$ cat config.mk
export PLATFORM = sky130hd
export DESIGN_NAME = sonet_frame_aligner
export DESIGN_NICKNAME = d
export VERILOG_FILES = /design/src/rtl/sfa_pkg.sv /design/src/rtl/sfa_shift_window.sv /design/src/rtl/sfa_pattern_match.sv /design/src/rtl/sfa_align_ctrl.sv /design/src/rtl/sonet_frame_aligner.sv
export SDC_FILE = /design/constraint.sdc
export NUM_CORES = 1
export LEC_CHECK = 0
export ABC_CLOCK_PERIOD_IN_PS = 2400
export BUFFER_PORTS_ARGS = -buffer_cell sky130_fd_sc_hd__buf_4
export CAP_MARGIN = 10
export CORE_ASPECT_RATIO = 2
export CORE_UTILIZATION = 60
export CTS_CLUSTER_SIZE = 20
export DETAILED_ROUTE_END_ITERATION = 8
export GPL_ROUTABILITY_DRIVEN = 0
export PLACE_DENSITY = 0.85
export SYNTH_ARGS = -nofsm -noshare
export SYNTH_HDL_FRONTEND = slang
export SYNTH_SLANG_ARGS = --single-unit
$ cat constraint.sdc
create_clock -name clk -period 2.4 [get_ports clk]
set_input_delay 0.36 -clock clk [delete_from_list [all_inputs] [get_ports clk]]
set_output_delay 0.36 -clock clk [all_outputs]
set_load 0.005 [all_outputs]
$ cat src/rtl/sfa_pkg.sv
`timescale 1ns/1ps
package sfa_pkg;
    localparam int          BYTE_BITS = 8;
    localparam logic [7:0]  A1_CODE   = 8'hF6;
    localparam logic [7:0]  A2_CODE   = 8'h28;

    typedef enum logic {
        RATE_LOW  = 1'b0,
        RATE_HIGH = 1'b1
    } sfa_rate_e;

    typedef struct packed {
        logic [BYTE_BITS-1:0] data;
        logic                 vld;
        logic                 sync;
    } sfa_beat_t;

    // Byte index b counts from the newest byte; the newest half holds A2.
    function automatic logic [7:0] pattern_byte(input int b, input int run);
        return (b < run) ? A2_CODE : A1_CODE;
    endfunction
endpackage

$ cat src/rtl/sfa_shift_window.sv
`timescale 1ns/1ps
module sfa_shift_window #(
    parameter int WIN_BITS = 96
) (
    input  logic                clk,
    input  logic                rst,
    input  logic                bit_en,
    input  logic                bit_in,
    output logic [WIN_BITS-1:0] win,
    output logic                fresh
);
    always_ff @(posedge clk) begin
        if (rst) begin
            win   <= '0;
            fresh <= 1'b0;
        end else begin
            fresh <= bit_en;
            if (bit_en) begin
                win <= {win[WIN_BITS-2:0], bit_in};
            end
        end
    end
endmodule

$ cat src/rtl/sfa_pattern_match.sv
`timescale 1ns/1ps
module sfa_pattern_match
    import sfa_pkg::*;
#(
    parameter int RUN_LO = 3,
    parameter int RUN_HI = 6,
    localparam int WIN_LO = 2 * RUN_LO * BYTE_BITS,
    localparam int WIN_HI = 2 * RUN_HI * BYTE_BITS
) (
    input  logic [WIN_HI-1:0]    win,
    input  sfa_rate_e            rate,
    output logic                 hit,
    output logic [BYTE_BITS-1:0] tap
);
    logic [WIN_LO-1:0] want_lo;
    logic [WIN_HI-1:0] want_hi;

    for (genvar b = 0; b < 2 * RUN_LO; b++) begin : g_lo
        assign want_lo[BYTE_BITS*b +: BYTE_BITS] = pattern_byte(b, RUN_LO);
    end
    for (genvar b = 0; b < 2 * RUN_HI; b++) begin : g_hi
        assign want_hi[BYTE_BITS*b +: BYTE_BITS] = pattern_byte(b, RUN_HI);
    end

    // The tap is the byte that holds the first A2 when the window matches.
    always_comb begin
        if (rate == RATE_HIGH) begin
            hit = (win == want_hi);
            tap = win[BYTE_BITS*RUN_HI-1 -: BYTE_BITS];
        end else begin
            hit = (win[WIN_LO-1:0] == want_lo);
            tap = win[BYTE_BITS*RUN_LO-1 -: BYTE_BITS];
        end
    end
endmodule

$ cat src/rtl/sfa_align_ctrl.sv
`timescale 1ns/1ps
module sfa_align_ctrl
    import sfa_pkg::*;
(
    input  logic                 clk,
    input  logic                 rst,
    input  logic                 fresh,
    input  logic                 hit,
    input  logic [BYTE_BITS-1:0] tap,
    input  logic                 frm_en,
    input  logic                 oof,
    output sfa_beat_t            beat
);
    localparam int CNT_W = $clog2(BYTE_BITS);
    localparam logic [CNT_W-1:0] LAST_BIT = CNT_W'(BYTE_BITS - 1);

    logic             locked;
    logic [CNT_W-1:0] bit_cnt;

    always_ff @(posedge clk) begin
        if (rst) begin
            locked  <= 1'b0;
            bit_cnt <= '0;
            beat    <= '0;
        end else begin
            beat.vld  <= 1'b0;
            beat.sync <= 1'b0;
            if (frm_en && oof) begin
                locked <= 1'b0;
            end else if (fresh) begin
                if (!locked) begin
                    if (frm_en && hit) begin
                        locked    <= 1'b1;
                        bit_cnt   <= '0;
                        beat.data <= tap;
                        beat.vld  <= 1'b1;
                        beat.sync <= 1'b1;
                    end
                end else begin
                    bit_cnt <= bit_cnt + 1'b1;
                    if (bit_cnt == LAST_BIT) begin
                        beat.data <= tap;
                        beat.vld  <= 1'b1;
                        beat.sync <= hit && frm_en;
                    end
                end
            end
        end
    end

    AST_SYNC_IN_BEAT: assert property (@(posedge clk) disable iff (rst)
        beat.sync |-> beat.vld);
    AST_SYNC_FIRST_A2: assert property (@(posedge clk) disable iff (rst)
        beat.sync |-> (beat.data == A2_CODE));
    AST_SYNC_SINGLE: assert property (@(posedge clk) disable iff (rst)
        beat.sync |=> !beat.sync);
    AST_BEAT_SPACED: assert property (@(posedge clk) disable iff (rst)
        beat.vld |=> !beat.vld);
    AST_BEAT_NEEDS_BIT: assert property (@(posedge clk) disable iff (rst)
        beat.vld |-> $past(fresh));
    AST_OOF_DROPS: assert property (@(posedge clk) disable iff (rst)
        (oof && frm_en) |=> !beat.vld);
    AST_HOLD_NO_SYNC: assert property (@(posedge clk) disable iff (rst)
        !frm_en |=> !beat.sync);
endmodule

$ cat src/rtl/sonet_frame_aligner.sv
`timescale 1ns/1ps
module sonet_frame_aligner
    import sfa_pkg::*;
#(
    parameter int RUN_LO = 3,
    parameter int RUN_HI = 6
) (
    input  logic       clk,
    input  logic       rst,
    input  logic       bit_en,
    input  logic       bit_in,
    input  logic       rate_sel,
    input  logic       oof,
    input  logic       frm_en,
    output logic [7:0] byte_out,
    output logic       byte_vld,
    output logic       frame_sync
);
    localparam int WIN_BITS = 2 * RUN_HI * BYTE_BITS;

    logic [WIN_BITS-1:0]  win;
    logic                 fresh;
    logic                 hit;
    logic [BYTE_BITS-1:0] tap;
    sfa_beat_t            beat;

    sfa_shift_window #(.WIN_BITS(WIN_BITS)) win_i (
        .clk    (clk),
        .rst    (rst),
        .bit_en (bit_en),
        .bit_in (bit_in),
        .win    (win),
        .fresh  (fresh)
    );

    sfa_pattern_match #(.RUN_LO(RUN_LO), .RUN_HI(RUN_HI)) match_i (
        .win  (win),
        .rate (sfa_rate_e'(rate_sel)),
        .hit  (hit),
        .tap  (tap)
    );

    sfa_align_ctrl ctrl_i (
        .clk    (clk),
        .rst    (rst),
        .fresh  (fresh),
        .hit    (hit),
        .tap    (tap),
        .frm_en (frm_en),
        .oof    (oof),
        .beat   (beat)
    );

    assign byte_out   = beat.data;
    assign byte_vld   = beat.vld;
    assign frame_sync = beat.sync;

    AST_RESET_QUIET: assert property (@(posedge clk)
        rst |=> (!byte_vld && !frame_sync && byte_out == 8'h00));
endmodule

### Yosys cells after proc, flatten, opt, wreduce, memory -nomap -nowiden

Index checks and enable logic that the tools add are counted.

* reductions and logical operators: 7
* bitwise gates (word level): 2
* equal/unequal tests: 4
* mux-type cells: 9
* add/subtract/negate cells: 1

Operators by type and width (count)
* == test 96 bit, second input constant: 1
* == test 48 bit, second input constant: 1
* two-way mux 10 bit: 3
* two-way mux 8 bit: 1
* two-way mux 3 bit: 2
* AND reduction 4 bit: 1
* adder 3 x 1 -> 3 bit, second input constant: 1
* == test 3 bit, second input constant: 1
* two-way mux 1 bit: 3
* AND reduction 3 bit: 1
* OR reduction 3 bit: 1
* logical AND 1 bit: 2
* inequality test 2 bit, second input constant: 1
* inverter 1 bit: 2
* nonzero test 2 bit: 1
* OR reduction 2 bit: 1

* word-level logic and storage cells: 30
* register bits after elaboration: 111
* input port bits: 7

### Longest topological paths before layout

* word-level depth: 5
* mapped depth: 7
* mapped depth without buffers: 6

### Hierarchy

Synthesis repeated with hierarchy kept, for this count alone.

* cells, all modules: 427
* area, all modules: 4495.6 um2

Modules (own cells, without submodules)
* sfa_shift_window: area each 3429.5 um2, times used 1, cells an instance 312
* sfa_align_ctrl: area each 631.9 um2, times used 1, cells an instance 64
* sfa_pattern_match: area each 434.2 um2, times used 1, cells an instance 51

### Least setup slack after synthesis

Ideal clock, no wire load.

* path kind: register to register
* from: reg win_i.win[40]
* to: reg ctrl_i.beat[2] (netlist name)
* setup time: 0.138 ns
* path slack: 0.299 ns
* stages on the path, launching flop included: 7
* clock period less this slack: 2.101 ns
* data arrival time: 1.963 ns
* cell sequence: dfxtp_1 nand2b_2 or4_1 or4_4 o211ai_2 a31o_4 o32ai_2

* longest elaborated chain between the ends: 5

RTL lines
* start: declaration: RTL line sfa_shift_window.sv:9 `output logic [WIN_BITS-1:0] win,`
* start signal: assignment: RTL line sfa_shift_window.sv:19 `win <= {win[WIN_BITS-2:0], bit_in};`
* == test 96 bit or == test 48 bit (tied branches): RTL line sfa_pattern_match.sv:28, sfa_pattern_match.sv:31
* two-way mux 1 bit: RTL line sfa_pattern_match.sv:27 `if (rate == RATE_HIGH) begin`
* logical AND 1 bit: RTL line sfa_align_ctrl.sv:32 `if (frm_en && hit) begin`
* nonzero test 2 bit (no line)
* AND reduction 4 bit (no line)

Parallel ways exist; a longest one is shown, timed or not. The select of a mux whose other input is x is not followed.
A chain may end at the register's enable or synchronous reset.

### Worst setup path in the final report

* from: reg win_i.win[66]
* to: reg ctrl_i.beat[9] (netlist name)

* longest elaborated chain between the ends: 5

RTL lines
* == test 96 bit: RTL line sfa_pattern_match.sv:28 `hit = (win == want_hi);`
* two-way mux 1 bit: RTL line sfa_pattern_match.sv:27
* logical AND 1 bit: RTL line sfa_align_ctrl.sv:32
* nonzero test 2 bit (no line)
* AND reduction 4 bit (no line)

No other way between the ends.

==> run_results.csv <==
group,metric,value,unit
placed_design,dp_cells,571,
yosys,synthCells,460,
clock_tree,root_buffer,"clkbuf_16",
placed_design,numPortBuffers,16,
global_route,track_usage,0.278,
setup_path,required,2.62,ns
global_route,grt_pass1_wl,17.3,mm
global_route,grt_max_degree,44,
yosys,syn-num-nets,469,
timing,max_freq,431,MHz
timing,fin_setup_tns,0,ns
clock_tree,clock-sinks,111,
flow_run,maxCapViolCount,0,
timing,maxSlewViolCount,0,
setup_path,cp_slowest_stage_delay,0.51,ns
setup_path,crit_type,"flop to flop",
outcome,outcome,"complete, no violations",
floorplan,coreArea,7600,µm²
timing,worst_pin_slew,0.554,ns
routing,post_drt_wl_per_cell,18.1,µm
routing,route.detailed.drc,0,
setup_path,crit_arrival,2.54,ns
clock_tree,clkTransAtPathRegs,0.07,ns
clock_tree,htreeDepth,3,
yosys,async_flop_share,0,
routing,drt_iter0_drc,235,
floorplan,row_count,45,
timing,hold_slack,0.231,ns
yosys,synth_ff_type,"dfxtp_1",
placed_design,hpwlAfterDp,7.35,mm
routing,drt_wl_total,10.6,mm
min_path,holdCritPathClass,"input pin to flop",
timing,hold_viol,0,
final_layout,drive_above_1_share,0.154,
setup_path,critical-path-slowest-cell,"or4_1",
timing,setup_viol,0,
setup_path,worstPathCellList,"nor4bb_1, nand4_1, or4_1, o211ai_2, a31o_4, o32ai_2",
timing,slew_headroom,0.630,
global_route,grt_overflow_total,0,
timing,fin_skew,0.00684,ns
yosys,ys_ff_latch,111,
floorplan,boundaryPins,17,
timing,period_needed,2.32,ns
routing,vias_per_cell,6.15,
floorplan,dieArea,8250,µm²
yosys,syn_avg_cell_area,10.3,µm²
yosys,ys_seq_area_frac,0.470,
global_route,grt_pass1_vias,3560,
clock_tree,cts_tree,"yes",
yosys,yosysUniqueCellTypes,37,
placed_design,place_area,5090,µm²
clock_tree,clockBufferDepth,2,
floorplan,die_height,127,µm
final_layout,final_cell_area,5420,µm²
yosys,syn_area,4720,µm²
clock_tree,hold_buffers,0,
final_layout,areaGrowthSynthToFinish,14.8,%
clock_tree,clock_latency,0.35,ns
yosys,yosys_warnings,0,
floorplan,die_w,64.7,µm
floorplan,start_util,0.622,
setup_path,cp_max_fo,8,
global_route,antenna_found_initial,0,
setup_path,end_kind,"flop",
setup_path,worstSetupStartpointType,"flop",
yosys,synth_edf_count,0,
pwr,vdd_drop_max,0.511,mV
setup_path,crit_buf_inv,0,
clock_tree,numCtsBuffers,9,
routing,ant_nets,0,
final_layout,layoutNonFillerInstCount,587,
final_layout,nets,498,
final_layout,antennaDiodeCount,0,
setup_path,path_delay_family,"simple AND/OR/NAND/NOR gates",
routing,vias,3608,
routing,dr.pass1.iters,4,
pwr,power.density,646,nW/µm²
timing,rsz0062_at_grt,"no",
timing,finalCritPeriodShare,0.967,
pwr,p_leak,2.17,nW
## cell usage after synthesis (4+ instances only)
library cell | number | area, µm²
dfxtp_1 | 111 | 2220
nor2_1 | 99 | 372
nor3b_1 | 4 | 30.0
inv_1 | 9 | 33.8
mux2i_1 | 104 | 1040
nor4bb_1 | 10 | 100
nor4_1 | 9 | 56.3
nand4b_1 | 16 | 140
nand4_1 | 12 | 75.1
nor4b_1 | 9 | 78.8
or4_1 | 4 | 30.0
nand3_1 | 4 | 20.0
o32ai_2 | 8 | 130
nand2_1 | 4 | 15.0
clkbuf_1 | 23 | 86.3
## layout make-up
cell class | count | area, µm²
multi-input cells | 315 | 2390
flip-flops and latches | 111 | 2220
fillers | 549 | 2180
repair buffers | 43 | 348
clock buffers | 11 | 253
well taps | 94 | 118
clock inverters | 4 | 53.8
inverters | 9 | 33.8
## cells by family (layout without fill, tap and decap cells)
family	after synthesis	count (layout)	share of synthesized area
AOI/OAI and AO/OA	21	21	0.0519
buffers and inverters	34	67	0.0270
and+or+nand+nor	187	187	0.220
DFF	111	111	0.470
adders and majority gates	2	2	0.00530
muxes	105	105	0.225
## flip-flops by register name, indices dropped and copies added, names as in the netlist
signal and count:
ctrl_i.beat 10, win_i.fresh 1, ctrl_i.bit_cnt 3, win_i.win 96, ctrl_i.locked 1
## where the power goes
group / switching [mW] / internal [mW]
Combinational: 0.0860 / 0.0569
Clock: 0.651 / 0.864
Sequential: 0.00270 / 1.84
## placed cells by master (no fill, tap or decap), types with 2 or more instances in the layout
master and count:
dfxtp_1 111, clkbuf_8 2, and4_1 2, nor4b_1 7
nor4_1 9, nor4b_2 2, nor2b_1 2, nor3_1 3
nand2b_1 3, a311oi_1 3, nor3b_1 4, clkbuf_16 9
nand3_1 4, nor4bb_1 9, inv_1 9, nand4b_1 16
nand4_1 12, o32ai_2 8, a21oi_1 2, clkinvlp_4 2
or4_1 4, buf_4 41, buf_12 2, nor2_1 99
ha_1 2, nand2_1 4, mux2i_1 104, a31oi_1 2
## worst reg2reg max path, cell delays in order (launching register included)
cell	delay [ns]
dfxtp_1	0.37
nor4bb_1	0.47
nand4_1	0.20
or4_1	0.51
o211ai_2	0.25
a31o_4	0.28
o32ai_2	0.11
## stage by stage
stage | setup WS [ns] | power, mW | util
2_1_floorplan | 0.299 | 2.00 | -
3_3_place_gp | 0.132 | 2.03 | 0.669
3_5_place_dp | 0.104 | 2.03 | 0.669
4_1_cts | 0.0572 | 3.52 | 0.712
5_1_grt | 0.0156 | 3.60 | 0.713
6_report | 0.0798 | 3.50 | 0.713
## per-layer routing
layer | vias to the layer above | track usage | routed length, µm
met3 | 38 | 0.0580 | 308
li1 | 1733 | - | -
met5 | - | 0 | 0
met1 | 1759 | 0.279 | 4010
met4 | 0 | 0.173 | 514
met2 | 78 | 0.504 | 5780
## worst paths after layout
path,from,depth (start not counted),slack [ns],end
worst min-delay path,frm_en,2,0.23,ctrl_i.locked
worst max-delay path,win_i.win[66],6,0.08,ctrl_i.beat[9]
worst max register to register,win_i.win[66],6,0.08,ctrl_i.beat[9]
worst min register to register,ctrl_i.beat[4],2,0.48,ctrl_i.beat[4]
## repair_timing
action                     in CTS  in global routing
pin swaps                       1                  0
resized for setup               2                  1
setup buffers                   1                  0
setup endpoints to repair       8                  8
(Power assumes the default switching activity.)
